**src/rtl/vfd_pkg.sv**
```systemverilog
package vfd_pkg;

  typedef enum logic [1:0] {
    FMT_GBR444    = 2'b00,
    FMT_YCC444    = 2'b01,
    FMT_YCC422_2P = 2'b10,
    FMT_YCC422_1P = 2'b11
  } fmt_e;

  // assembly delay (input reg to assembled triple) per format
  localparam int unsigned ASM_DLY_444 = 1;
  localparam int unsigned ASM_DLY_2P  = 2;
  localparam int unsigned ASM_DLY_1P  = 3;

endpackage

```
**src/rtl/vfd_in_stage.sv**
```systemverilog
module vfd_in_stage
  import vfd_pkg::*;
#(
  parameter int unsigned DW = 10
) (
  input  logic          clk_i,
  input  logic          rst_ni,
  input  logic [1:0]    fmt_i,
  input  logic          act_i,
  input  logic [DW-1:0] prt_y_i,
  input  logic [DW-1:0] prt_b_i,
  input  logic [DW-1:0] prt_r_i,
  output fmt_e          fmt_o,
  output logic [1:0]    ph_o,
  output logic [DW-1:0] y_o,
  output logic [DW-1:0] b_o,
  output logic [DW-1:0] r_o
);

  logic       act_q, act_qq;
  logic [1:0] ph_q;
  logic       start;

  always_ff @(posedge clk_i or negedge rst_ni) begin
    if (!rst_ni) begin
      fmt_o  <= FMT_GBR444;
      act_q  <= 1'b0;
      act_qq <= 1'b0;
      y_o    <= '0;
      b_o    <= '0;
      r_o    <= '0;
    end else begin
      fmt_o  <= fmt_e'(fmt_i);
      act_q  <= act_i;
      act_qq <= act_q;
      y_o    <= prt_y_i;
      b_o    <= prt_b_i;
      r_o    <= prt_r_i;
    end
  end

  // sample held in y_o/b_o/r_o is phase 0 when it is the first one taken with act high
  assign start = act_q & ~act_qq;
  assign ph_o  = start ? 2'd0 : ph_q + 2'd1;

  always_ff @(posedge clk_i or negedge rst_ni) begin
    if (!rst_ni) ph_q <= 2'd3;
    else         ph_q <= ph_o;
  end

endmodule

```
**src/rtl/vfd_assemble.sv**
```systemverilog
module vfd_assemble
  import vfd_pkg::*;
#(
  parameter int unsigned DW = 10
) (
  input  logic          clk_i,
  input  logic          rst_ni,
  input  fmt_e          fmt_i,
  input  logic [1:0]    ph_i,
  input  logic [DW-1:0] y_i,
  input  logic [DW-1:0] b_i,
  input  logic [DW-1:0] r_i,
  output logic [DW-1:0] y_o,
  output logic [DW-1:0] cb_o,
  output logic [DW-1:0] cr_o,
  output logic          vld_o
);

  logic [DW-1:0] prev_y, prev_r, cb_hold, pair_cb, pair_cr;

  always_ff @(posedge clk_i or negedge rst_ni) begin
    if (!rst_ni) begin
      prev_y  <= '0;
      prev_r  <= '0;
      cb_hold <= '0;
      pair_cb <= '0;
      pair_cr <= '0;
      y_o     <= '0;
      cb_o    <= '0;
      cr_o    <= '0;
      vld_o   <= 1'b0;
    end else begin
      prev_y <= y_i;
      prev_r <= r_i;
      case (fmt_i)
        FMT_GBR444, FMT_YCC444: begin
          y_o   <= y_i;
          cb_o  <= b_i;
          cr_o  <= r_i;
          vld_o <= 1'b1;
        end
        FMT_YCC422_2P: begin
          vld_o <= 1'b1;
          y_o   <= prev_y;
          if (ph_i[0]) begin
            // Cr just arrived, Cb was the previous sample on the same port
            cb_o    <= prev_r;
            cr_o    <= r_i;
            pair_cb <= prev_r;
            pair_cr <= r_i;
          end else begin
            cb_o <= pair_cb;
            cr_o <= pair_cr;
          end
        end
        default: begin
          case (ph_i)
            2'd0: begin
              // second luma of previous group leaves, new Cb captured
              cb_hold <= y_i;
              y_o     <= prev_y;
              cb_o    <= pair_cb;
              cr_o    <= pair_cr;
              vld_o   <= 1'b1;
            end
            2'd2: begin
              y_o     <= prev_y;
              cb_o    <= cb_hold;
              cr_o    <= y_i;
              pair_cb <= cb_hold;
              pair_cr <= y_i;
              vld_o   <= 1'b1;
            end
            default: vld_o <= 1'b0;
          endcase
        end
      endcase
    end
  end

endmodule

```
**src/rtl/vfd_delay.sv**
```systemverilog
module vfd_delay #(
  parameter int unsigned W     = 31,
  parameter int unsigned DEPTH = 8,
  localparam int unsigned IW   = (DEPTH > 1) ? $clog2(DEPTH) : 1
) (
  input  logic          clk_i,
  input  logic          rst_ni,
  input  logic [W-1:0]  d_i,
  input  logic [IW-1:0] sel_i,
  output logic [W-1:0]  q_o
);

  logic [W-1:0] stg [DEPTH];

  for (genvar i = 0; i < DEPTH; i++) begin : g_stg
    if (i == 0) begin : g_head
      always_ff @(posedge clk_i or negedge rst_ni) begin
        if (!rst_ni) stg[0] <= '0;
        else         stg[0] <= d_i;
      end
    end else begin : g_body
      always_ff @(posedge clk_i or negedge rst_ni) begin
        if (!rst_ni) stg[i] <= '0;
        else         stg[i] <= stg[i-1];
      end
    end
  end

  assign q_o = stg[sel_i];

endmodule

```
**src/rtl/vid_fmt_demux.sv**
```systemverilog
module vid_fmt_demux
  import vfd_pkg::*;
#(
  parameter int unsigned DW      = 10,
  parameter int unsigned LAT_444 = 8,
  parameter int unsigned LAT_2P  = 10,
  parameter int unsigned LAT_1P  = 11
) (
  input  logic          clk_i,
  input  logic          rst_ni,
  input  logic [1:0]    fmt_i,
  input  logic          act_i,
  input  logic [DW-1:0] prt_y_i,
  input  logic [DW-1:0] prt_b_i,
  input  logic [DW-1:0] prt_r_i,
  output logic [DW-1:0] y_o,
  output logic [DW-1:0] cb_o,
  output logic [DW-1:0] cr_o,
  output logic          vld_o
);

  localparam int unsigned TAP_444 = LAT_444 - ASM_DLY_444;
  localparam int unsigned TAP_2P  = LAT_2P - ASM_DLY_2P;
  localparam int unsigned TAP_1P  = LAT_1P - ASM_DLY_1P;
  localparam int unsigned TAP_MX  = (TAP_2P > TAP_1P) ? TAP_2P : TAP_1P;
  localparam int unsigned DEPTH   = (TAP_444 > TAP_MX) ? TAP_444 : TAP_MX;
  localparam int unsigned IW      = (DEPTH > 1) ? $clog2(DEPTH) : 1;
  localparam int unsigned PW      = 3 * DW + 1;

  fmt_e          fmt_q;
  logic [1:0]    ph;
  logic [DW-1:0] in_y, in_b, in_r;
  logic [DW-1:0] a_y, a_cb, a_cr;
  logic          a_vld;
  logic [IW-1:0] sel;
  logic [PW-1:0] tail_q;

  vfd_in_stage #(.DW(DW)) i_in (
    .clk_i   (clk_i),
    .rst_ni  (rst_ni),
    .fmt_i   (fmt_i),
    .act_i   (act_i),
    .prt_y_i (prt_y_i),
    .prt_b_i (prt_b_i),
    .prt_r_i (prt_r_i),
    .fmt_o   (fmt_q),
    .ph_o    (ph),
    .y_o     (in_y),
    .b_o     (in_b),
    .r_o     (in_r)
  );

  vfd_assemble #(.DW(DW)) i_asm (
    .clk_i  (clk_i),
    .rst_ni (rst_ni),
    .fmt_i  (fmt_q),
    .ph_i   (ph),
    .y_i    (in_y),
    .b_i    (in_b),
    .r_i    (in_r),
    .y_o    (a_y),
    .cb_o   (a_cb),
    .cr_o   (a_cr),
    .vld_o  (a_vld)
  );

  always_comb begin
    case (fmt_q)
      FMT_YCC422_2P: sel = IW'(TAP_2P - 1);
      FMT_YCC422_1P: sel = IW'(TAP_1P - 1);
      default:       sel = IW'(TAP_444 - 1);
    endcase
  end

  vfd_delay #(.W(PW), .DEPTH(DEPTH)) i_tail (
    .clk_i  (clk_i),
    .rst_ni (rst_ni),
    .d_i    ({a_vld, a_y, a_cb, a_cr}),
    .sel_i  (sel),
    .q_o    (tail_q)
  );

  assign {vld_o, y_o, cb_o, cr_o} = tail_q;

endmodule

```
**config.mk**
```make
export PLATFORM = sky130hd
export DESIGN_NAME = vid_fmt_demux
export DESIGN_NICKNAME = d
export VERILOG_FILES = /design/src/rtl/vfd_pkg.sv /design/src/rtl/vfd_in_stage.sv /design/src/rtl/vfd_assemble.sv /design/src/rtl/vfd_delay.sv /design/src/rtl/vid_fmt_demux.sv
export SDC_FILE = /design/constraint.sdc
export NUM_CORES = 1
export LEC_CHECK = 0
export ABC_AREA = 1
export BUFFER_PORTS_ARGS = -buffer_cell sky130_fd_sc_hd__buf_2
export CORE_ASPECT_RATIO = 0.6
export CORE_MARGIN = 1
export CORE_UTILIZATION = 26
export CTS_BUF_LIST = sky130_fd_sc_hd__clkbuf_4 sky130_fd_sc_hd__clkbuf_8
export DETAILED_ROUTE_END_ITERATION = 16
export PLACE_DENSITY = 0.41
export SYNTH_ARGS = -nofsm -noshare
export SYNTH_HDL_FRONTEND = slang
export SYNTH_HIERARCHICAL = 1
export SYNTH_SLANG_ARGS = --single-unit
```
**constraint.sdc**
```tcl
create_clock -name clk_i -period 4.6 [get_ports clk_i]
set_input_delay 0.46 -clock clk_i [delete_from_list [all_inputs] [get_ports clk_i]]
set_output_delay 0.46 -clock clk_i [all_outputs]
set_load 0.02 [all_outputs]
```
### After elaboration in Yosys (flattened, before gate mapping)

Cells that the tools add are included.

| storage, ports and cells | value |
|---|---|
| flip-flop bits (word level) | 365 |
| bits of input ports | 35 |

| operators by class | value |
|---|---|
| add/sub/neg operators | 1 |
| $lt $le $gt $ge | 1 |
| equality and inequality tests | 4 |
| mux-type cells | 19 |
| bitwise gates (word level) | 5 |
| reductions and logical operators | 11 |

Operators with widths:

| cell | count |
|---|---|
| one-hot mux 10 bit (2 select lines) | 7 |
| binary-select mux 31 bit (select 3 bit) | 1 |
| two-way mux 31 bit | 2 |
| two-way mux 10 bit | 5 |
| == test 2 bit (second input constant) | 3 |
| OR reduction 2 bit | 3 |
| greater-or-equal comparator 4 bit (second input constant) | 1 |
| zero test 2 bit | 2 |
| NOT 3 -> 4 bit | 1 |
| AND reduction 2 bit | 2 |
| nonzero test 4 bit | 1 |
| two-way mux 1 bit | 3 |
| NOT 1 bit | 3 |
| nonzero test 3 bit | 1 |
| OR reduction 3 bit | 1 |
| adder 2 x 1 -> 2 bit (second input constant) | 1 |
| == test 2 x 1 -> 1 bit (second input constant) | 1 |
| two-way mux 2 bit | 1 |
| nonzero test 2 bit | 1 |
| bitwise AND 1 bit | 1 |

### Depth between registers and ports, before layout

Gate-level depths: netlist of run 1.

| depth | value |
|---|---|
| depth in word-level cells | 7 |
| depth in mapped cells | 12 |
| gate-level depth less buffers | 10 |

### Cells and area by module

Netlist of run 1, hierarchy kept.

By module, submodules not included:

| module | times used | cells each | area each (µm²) |
|---|---|---|---|
| vfd_delay | 1 | 1,072 | 9,551.7 |
| vfd_assemble | 1 | 601 | 4,199.0 |
| vfd_in_stage | 1 | 43 | 933.4 |
| vid_fmt_demux | 1 | 2 | 7.5 |

### Least setup slack after synthesis of run 1

No wires, ideal clock.

| timing | value |
|---|---|
| path type | register to output |
| start point | register i_in.fmt_o[1] |
| end point | output port y_o[3] |
| arrival | 1.225 ns |
| setup slack | 2.915 ns |
| cell stages (with the launch flop) | 10 |
| buffers on the path | 3 |
| cells stage by stage | dfrtp_1 clkbuf_1 buf_6 inv_2 buf_2 nand2_1 nand3_1 nand2_1 nand2_1 nand2_1 |

| on the way | value |
|---|---|
| word-level cells in the longest chain between the ends | 7 |
| elaborated cells on any way between the ends | 8 |
| those cells by class | eq/ne: 2; mux: 4; bitwise: 1; reduce/logical: 1 |

RTL lines:

| item | RTL line | RTL |
|---|---|---|
| start, declared | vfd_in_stage.sv:13 | `output fmt_e fmt_o,` |
| start signal, assigned | vfd_in_stage.sv:33 | `fmt_o <= fmt_e'(fmt_i);` |
| == test 2 bit | vid_fmt_demux.sv:68 | `case (fmt_q)` |
| OR reduction 2 bit (no line) (*) | - |  |
| two-way mux 1 bit (*) | vid_fmt_demux.sv:68 |  |
| net sel[0] | vid_fmt_demux.sv:35 | `logic [IW-1:0] sel;` |
| NOT 3 -> 4 bit (implied by the code) (*) | vfd_delay.sv:29 | `assign q_o = stg[sel_i];` |
| binary-select mux 31 bit (select 3 bit) (*) | vfd_delay.sv:29 |  |
| two-way mux 31 bit (implied by the code) (*) (2 in a row) | vfd_delay.sv:29 |  |
| end, declared | vid_fmt_demux.sv:16 | `output logic [DW-1:0] y_o,` |

Mark *: on every way through the listed nets, which the timed path passes. The rest lies on a longest branch. The select of a mux whose other input is x is not followed.

### Worst setup path after layout of run 1

| timing | value |
|---|---|
| start point | register i_in.fmt_o[1] |
| end point | output port y_o[6] |

| on the way | value |
|---|---|
| word-level cells in the longest chain between the ends | 7 |
| elaborated cells on any way between the ends | 8 |
| those cells by class | eq/ne: 2; mux: 4; bitwise: 1; reduce/logical: 1 |

RTL lines:

| item | RTL line |
|---|---|
| == test 2 bit | vid_fmt_demux.sv:68 |
| OR reduction 2 bit (no line) (*) | - |
| two-way mux 1 bit (*) | vid_fmt_demux.sv:68 |
| NOT 3 -> 4 bit (implied by the code) (*) | vfd_delay.sv:29 |
| binary-select mux 31 bit (select 3 bit) (*) | vfd_delay.sv:29 |
| two-way mux 31 bit (implied by the code) (*) (2 in a row) | vfd_delay.sv:29 |

Every way passes the cells marked *; elsewhere a longest branch is shown, timed or not. The select of a mux whose other input is x is not followed.

==> results of run 1 <==
[power groups by stage]
stage | logic, mW | registers (mW) | clock network (mW)
2_1_floorplan | 0.768 | 3.91 | 0
3_3_place_gp | 1.02 | 4.00 | 0
3_5_place_dp | 1.03 | 4.01 | 0
4_1_cts | 1.06 | 3.96 | 3.26
5_1_grt | 1.26 | 4.01 | 3.41
6_report | 1.08 | 3.95 | 3.12
[layout by cell type (no fill, tap or decap), drive strengths merged]
cell type / netlist / final
nand2: 626 / 626
nor2: 114 / 114
a31oi: 10 / 10
clkbuf: 13 / 99
o21ai: 31 / 31
nand3: 160 / 160
a21oi: 2 / 2
inv: 330 / 330
dlygate4sd3: 0 / 34
buf: 65 / 78
clkinv: 1 / 8
dfrtp: 363 / 363
dfstp: 2 / 2
conb: 1 / 6
bufinv: 0 / 2
[critical path: cells and delay by family, from the launching register on]
kind          cells  cell delay [ns]
buf+inv           3             0.62
simple gates      5             0.41
flops             1             0.59
[stage by stage]
step	total power [mW]	cells	utilization	instance area, µm²	setup slack (ns)
2_1_floorplan	4.679	1723	-	14710	2.915
3_3_place_gp	5.024	2482	0.2810	15690	2.241
3_5_place_dp	5.046	2482	0.2810	15690	2.173
4_1_cts	8.274	2624	0.3111	17370	1.598
5_1_grt	8.683	2624	0.3111	17370	1.481
6_report	8.150	2624	0.3111	17370	1.677
[Yosys cell counts]
master    number  area (µm²)
nor2_4         1       11.26
nand3_1      159       795.8
a21oi_1        1       5.000
a31oi_1       10       62.56
buf_6         12       135.1
dfrtp_1      363        9084
nor2_2         1       6.260
nor2_1       112       420.4
dfstp_2        2       52.55
clkbuf_1      13       48.80
buf_4         10       75.07
o21ai_0       11       55.05
buf_2         39       195.2
buf_1          4       15.01
o21ai_1       20       100.1
nand3_2        1       10.01
a21oi_4        1       16.27
nand2_4        1       11.26
nand2_1      625        2346
inv_1        324        1216
conb_1         1       3.750
inv_2          6       22.52
clkinv_1       1       3.750
[what timing repair did]
action | CTS | global route
setup buffers | 0 | 0
endpoints found under the hold margin | 126 | 0
hold buffers | 34 | 0
[path summary, 6_finish.rpt]
path                                 startpoint          endpoint  slack, ns
worst max register to register     i_in/ph_q[0]  i_asm/pair_cb[8]       2.13
worst min-delay path            i_tail/stg[169]   i_tail/stg[138]       0.35
worst max-delay path              i_in/fmt_o[1]            y_o[6]       1.68
max in group asynchronous                rst_ni   i_tail/stg[105]       2.99
worst min register to register  i_tail/stg[169]   i_tail/stg[138]       0.35
min in group asynchronous                rst_ni    i_tail/stg[25]       0.43
[kinds of logic after synthesis]
group / synth area share
buf+inv: 0.1165
other cells: 0.0002552
flops: 0.6219
compound gates: 0.01627
simple gates: 0.2451
[area by class of cell]
class,count,area [µm²]
Timing Repair Buffer,112,823.3
Inverter,331,1244
Clock inverter,9,112.6
Sequential cell,365,9140
Fill cell,5961,38460
Multi-Input combinational cell,949,3874
Tap cell,759,949.7
Clock buffer,99,1225
[metal layers]
layer / up-vias / GRT usage / share of wire
met2: 191 / 0.1804 / 0.39
met5: - / 0 / 0
met1: 4838 / 0.2038 / 0.53
li1: 5242 / - / -
met4: 0 / 0.03307 / 0.017
met3: 63 / 0.03195 / 0.056
==> results.md, run 1 <==
- P_int: a little under 6 mW
- Row cnt: between 60 and 70
- Die Wd: roughly 310 µm
- Part of the power in the clock network: 0.383
- Peak VDD IR: about 210 µV
- Initial drt markers: between 500 and 600
- Worst EP arrival: 2.46 ns
- Post-cts sizing count: 0
- Vias/cell: between 3 and 4
- Die area: approximately 57,000 µm²
- Worst-skew pair later-pin latency: approximately 0.63 ns
- Residual DRC: 2
- DP HPWL: 21,170 µm
- Root Buffer Master: clkbuf_8
- Core box area: between 50,000 and 60,000 µm²
- Max Root-Sink Buffers: 3
- Critical Path Max Stage Delay: 0.59 ns
- Switching part of the total: 0.2836
- First-pass GRT wire length: ~59,000 µm
- Syn. warnings: 6
- RSZ-0062 raised after global routing: no
- Area growth syn-to-layout: 18.22%
- RD Place Congestion: about 0.74
- Crit-path max FO: ~120
- Cell count after synthesis: between 1,500 and 2,000
- Htree depth: 2
- Worst Setup Start Kind: flop
- I/O pin count: between 60 and 70
- Library cells used by synthesis: 23
- Final critical-path share of the clock period: 0.6354
- Final WL: roughly 36,000 µm
- Max Slew Vio Count: 0
- Post-route setup TNS: 0 ns
- Initial antenna violation count: 1
- Die height: roughly 190 µm
- WHS: 0.3525 ns
- Largest Register: i_tail/stg
- Flop pwr share: 0.485
- WP data required: slightly above 4 ns
- Clock tree sinks: between 300 and 400
- Power Density: roughly 470 nW/µm²
- Final ANT Viol Nets: 0
- Max reg flops: about 250
- Largest net degree at the start of global routing: 125
- Synth Register Bits: 365
- Starting Density: 0.2631
- CTS buffer count: between 50 and 60
- Slew headroom: 0.3510
- # diodes: 0
- Sequential area share after synthesis: 0.6219
- First-pass DRT Iterations: 11
- Switching pwr: approximately 2.3 mW
- Clk slew on worst S/H paths: roughly 0.060 ns
- Synth Cell Area: 14,690 µm²
- Failing checks: design-rule violations
- Crit path cell chain: clkinv_2 > buf_12 > nand2_1 > nand3_1 > nand2_1 > nand2_1 > nand2_1 > buf_2
- Avg Cell Area, Syn: roughly 8.6 µm²
- Hold Crit Class: flop to flop
- Max Clock Skew: 0.03313 ns
- Setup violations, final: 0
- Max cap viols: 0
- Standby leakage power: between 9 and 10 nW
- CTS tree: yes
- Comb power frac: 0.132
- CP max-delay cell: dfrtp_4
- CP endpoint kind: output port
- Routed len/inst: between 10 and 15 µm
- Clock period minus worst slack: slightly below 3 ns
- Fin. Hold Viols: 0
- Global route overflow: 0
- Max Fclk: approximately 0.34 GHz
- Vias: roughly 10,000
- Fin nets: about 1,900
- Critical path start-end classification: flop to output port
- Crit-path most repeated cell: nand2_1
- Port buffer count: between 60 and 70
- Worst hold stages: 0
- Total GRT Usage: 0.1317
- Status: finished with violations
- Share of cells above drive strength 1: 0.1083
- Worst reg2reg path depth: 7
- Vias in the first global route: approximately 10,000
- Worst slew pin tran: 0.9707 ns
Power figures use the tool's default switching activity.
==> inputs of run 2 (changes only) <==
--- a/config.mk
+++ b/config.mk
@@ -12,7 +12,7 @@
 export CORE_UTILIZATION = 26
 export CTS_BUF_LIST = sky130_fd_sc_hd__clkbuf_4 sky130_fd_sc_hd__clkbuf_8
 export DETAILED_ROUTE_END_ITERATION = 16
-export PLACE_DENSITY = 0.41
+export PLACE_DENSITY = 0.43
 export SYNTH_ARGS = -nofsm -noshare
 export SYNTH_HDL_FRONTEND = slang
 export SYNTH_HIERARCHICAL = 1
==> constraint.sdc (replaced) <==
create_clock -name clk_i -period 2.45 [get_ports clk_i]
set_input_delay 0.245 -clock clk_i [delete_from_list [all_inputs] [get_ports clk_i]]
set_output_delay 0.245 -clock clk_i [all_outputs]
set_load 0.02 [all_outputs]
==> run 2 against run 1 <==
The run now ends clean. Sequential power up 88%. Combinational power increased by 91%. Setup slack worse by 1.5 ns. Critical path depth stayed put. First-iteration DRC count is 14% higher. Via count shrank 0.65%. Final area rose by 0.82%. Routed wire length fell by 0.15%. Clock power increased by 78%. Critical path type unchanged.
==> results.md, run 2 (synthesis results as in run 1) <==
- Global route overflow: 0 (unchanged)
- Max Root-Sink Buffers: 3 (unchanged)
- Standby leakage power: 9.596 nW (+0.94%)
- Initial drt markers: 653 (+14%)
- WP data required: 2.20 ns (-1.94 ns)
- Status: complete, no violations
- Switching pwr: 4.305 mW (+86%)
- Non-Filler Instances: 2,643 (+0.72%)
- Clock tree sinks: 365 (unchanged)
- Total GRT Usage: 0.1312 (-0.0005475)
- Vias/cell: 3.885 (-1.4%)
- Max cap viols: 0 (unchanged)
- P_int: 10.72 mW (+84%)
- Critical R2R Launch: i_in/fmt_o[1]
- Largest Register: i_tail/stg
- I/O pin count: 66 (unchanged)
- Final critical-path share of the clock period: 0.9439
- Fin. Hold Viols: 0 (unchanged)
- RSZ-0062 raised after global routing: no
- Die Wd: 308.9 µm (unchanged)
- Critical path start-end classification: flop to output port
- Max reg flops: 248 (unchanged)
- Worst EP arrival: 2.07 ns (-0.39 ns)
- Initial antenna violation count: 0 (-1)
- Clk slew on worst S/H paths: 0.06 ns (about the same)
- Worst Setup Start Kind: flop
- Routed len/inst: 13.72 µm (-0.87%)
- Vias: 10,270 (-0.65%)
- Vias in the first global route: 10,230 (-0.38%)
- Switching part of the total: 0.2866 (+0.002932)
- First-pass DRT Iterations: 6 (-5)
- Inst Count DP: 2,500 (+0.73%)
- Worst slew pin tran: 0.5441 ns (-0.4266 ns)
- R2r endpoint: i_asm/pair_cb[0]
- Die area: 57,490 µm² (unchanged)
- Largest net degree at the start of global routing: 70 (-44%)
- Peak VDD IR: 429.1 µV (+100%)
- Power Density: 858.0 nW/µm² (+83%)
- Clock period minus worst slack: 2.313 ns
- Max Clock Skew: 0.03824 ns (+0.005118 ns)
- Comb power frac: 0.137 (+0.005)
- Most frequent cells in the layout: nand2_1, dfrtp_1, inv_1, nand3_1, nor2_1
- Max Slew Vio Count: 0 (unchanged)
- Final WL: 36,270 µm (-0.15%)
- Post-cts sizing count: 0 (unchanged)
- Hold Crit Class: primary input to asynchronous set/reset pin
- Max Fclk: between 0.4 and 0.5 GHz
- RD Place Congestion: 0.7637 (+2.9%)
- WHS: 0.1767 ns (-0.1758 ns)
- Residual DRC: 0 (-2)
- Fillers: 5,898 (-1.1%)
- Worst reg2reg path depth: 8 (+1)
- Htree depth: 2 (unchanged)
- # diodes: 0 (unchanged)
- Worst R2R Setup Slack: 0.59 ns (-1.54 ns)
- Most common cell after layout, fill and taps aside: nand2_1
- CP endpoint kind: output port
- CTS tree: yes
- Slew headroom: 0.6364 (+0.2853)
- Core box area: 55,830 µm² (unchanged)
- Starting Density: 0.2631 (unchanged)
- Flop pwr share: 0.494 (+0.009)
- Fin nets: 1,872 (+1.0%)
- Die height: 186.1 µm (unchanged)
- Area growth syn-to-layout: 19.19%
- Port buffer count: 65 (unchanged)
- CTS buffer count: 57 (-3.4%)
- Row cnt: 67 (unchanged)
- Part of the power in the clock network: 0.369 (-0.014)
- Share of cells above drive strength 1: 0.1173 (+0.008993)
- Crit-path max FO: 20 (-84%)
- DP HPWL: 22,370 µm (+5.7%)
- Setup violations, final: 0 (unchanged)
- First-pass GRT wire length: 59,030 µm (-0.68%)
- Post-route setup TNS: 0 ns (unchanged)
- Final ANT Viol Nets: 0 (unchanged)
- Worst-skew pair later-pin latency: 0.64 ns (about the same)
- Root Buffer Master: clkbuf_8
run 2: critical path, cell delays in order (launching register included):
cell      delay, ns
dfrtp_4        0.52
clkinv_2       0.12
buf_4          0.27
nand2_1        0.08
nand3_1        0.08
nand2_1        0.09
nand2_1        0.08
nand2_1        0.06
buf_2          0.16
run 2: layout make-up:
type                            instances  area, µm²  share of cell area
Sequential cell                       365       9140              0.5220
Multi-Input combinational cell        949       3869              0.2209
Inverter                              331       1244             0.07103
Clock inverter                          5      50.05            0.002858
Tap cell                              759      949.7             0.05423
Timing Repair Buffer                  133       1056             0.06031
Clock buffer                          101       1202             0.06867
run 2: how the worst max path moves through the flow:
stage | start | end | slack, ns
floorplan | i_in/ph_q[0] | i_asm/cb_o[0] | 0.92
global placement | i_in/fmt_o[1] | cb_o[7] | 0.69
detailed placement | i_in/fmt_o[1] | i_asm/pair_cb[4] | 0.67
CTS | i_in/fmt_o[1] | y_o[6] | 0.08
global route | i_in/fmt_o[1] | y_o[6] | 0.02
finish | i_in/fmt_o[1] | y_o[6] | 0.14
run 2: routing by layer:
layer / routed length, µm / global-route usage / up-vias
met5: 0 / 0 / -
met4: 653 / 0.03307 / 0
met3: 1428 / 0.02459 / 55
met2: 14210 / 0.1832 / 181
met1: 19970 / 0.2046 / 4747
li1: - / - / 5284
run 2: power groups by stage:
stage | sequential [mW] | combinational [mW] | clock (mW)
after floorplan | 7.34 | 1.44 | 0
after global placement | 7.52 | 1.95 | 0
after detailed placement | 7.54 | 1.95 | 0
after CTS | 7.43 | 2.02 | 5.77
after global routing | 7.54 | 2.41 | 6.06
final | 7.42 | 2.06 | 5.54
run 2: timing repair:
item,4_1_cts,5_1_grt
setup buffers,2,0
hold endpoints to repair,206,0
hold buffers,34,0
setup endpoints to repair,1,0
run 2: stage by stage:
stage          total power [mW]  worst slack [ns]  instance area [µm²]  utilization
3_3_place_gp              9.463            0.6875                15870       0.2843
6_report                  15.02            0.1374                17510       0.3136
4_1_cts                   15.22           0.08462                17510       0.3136
3_5_place_dp              9.493            0.6705                15870       0.2843
5_1_grt                   16.00           0.02012                17510       0.3136
2_1_floorplan             8.785            0.9215                14710            -
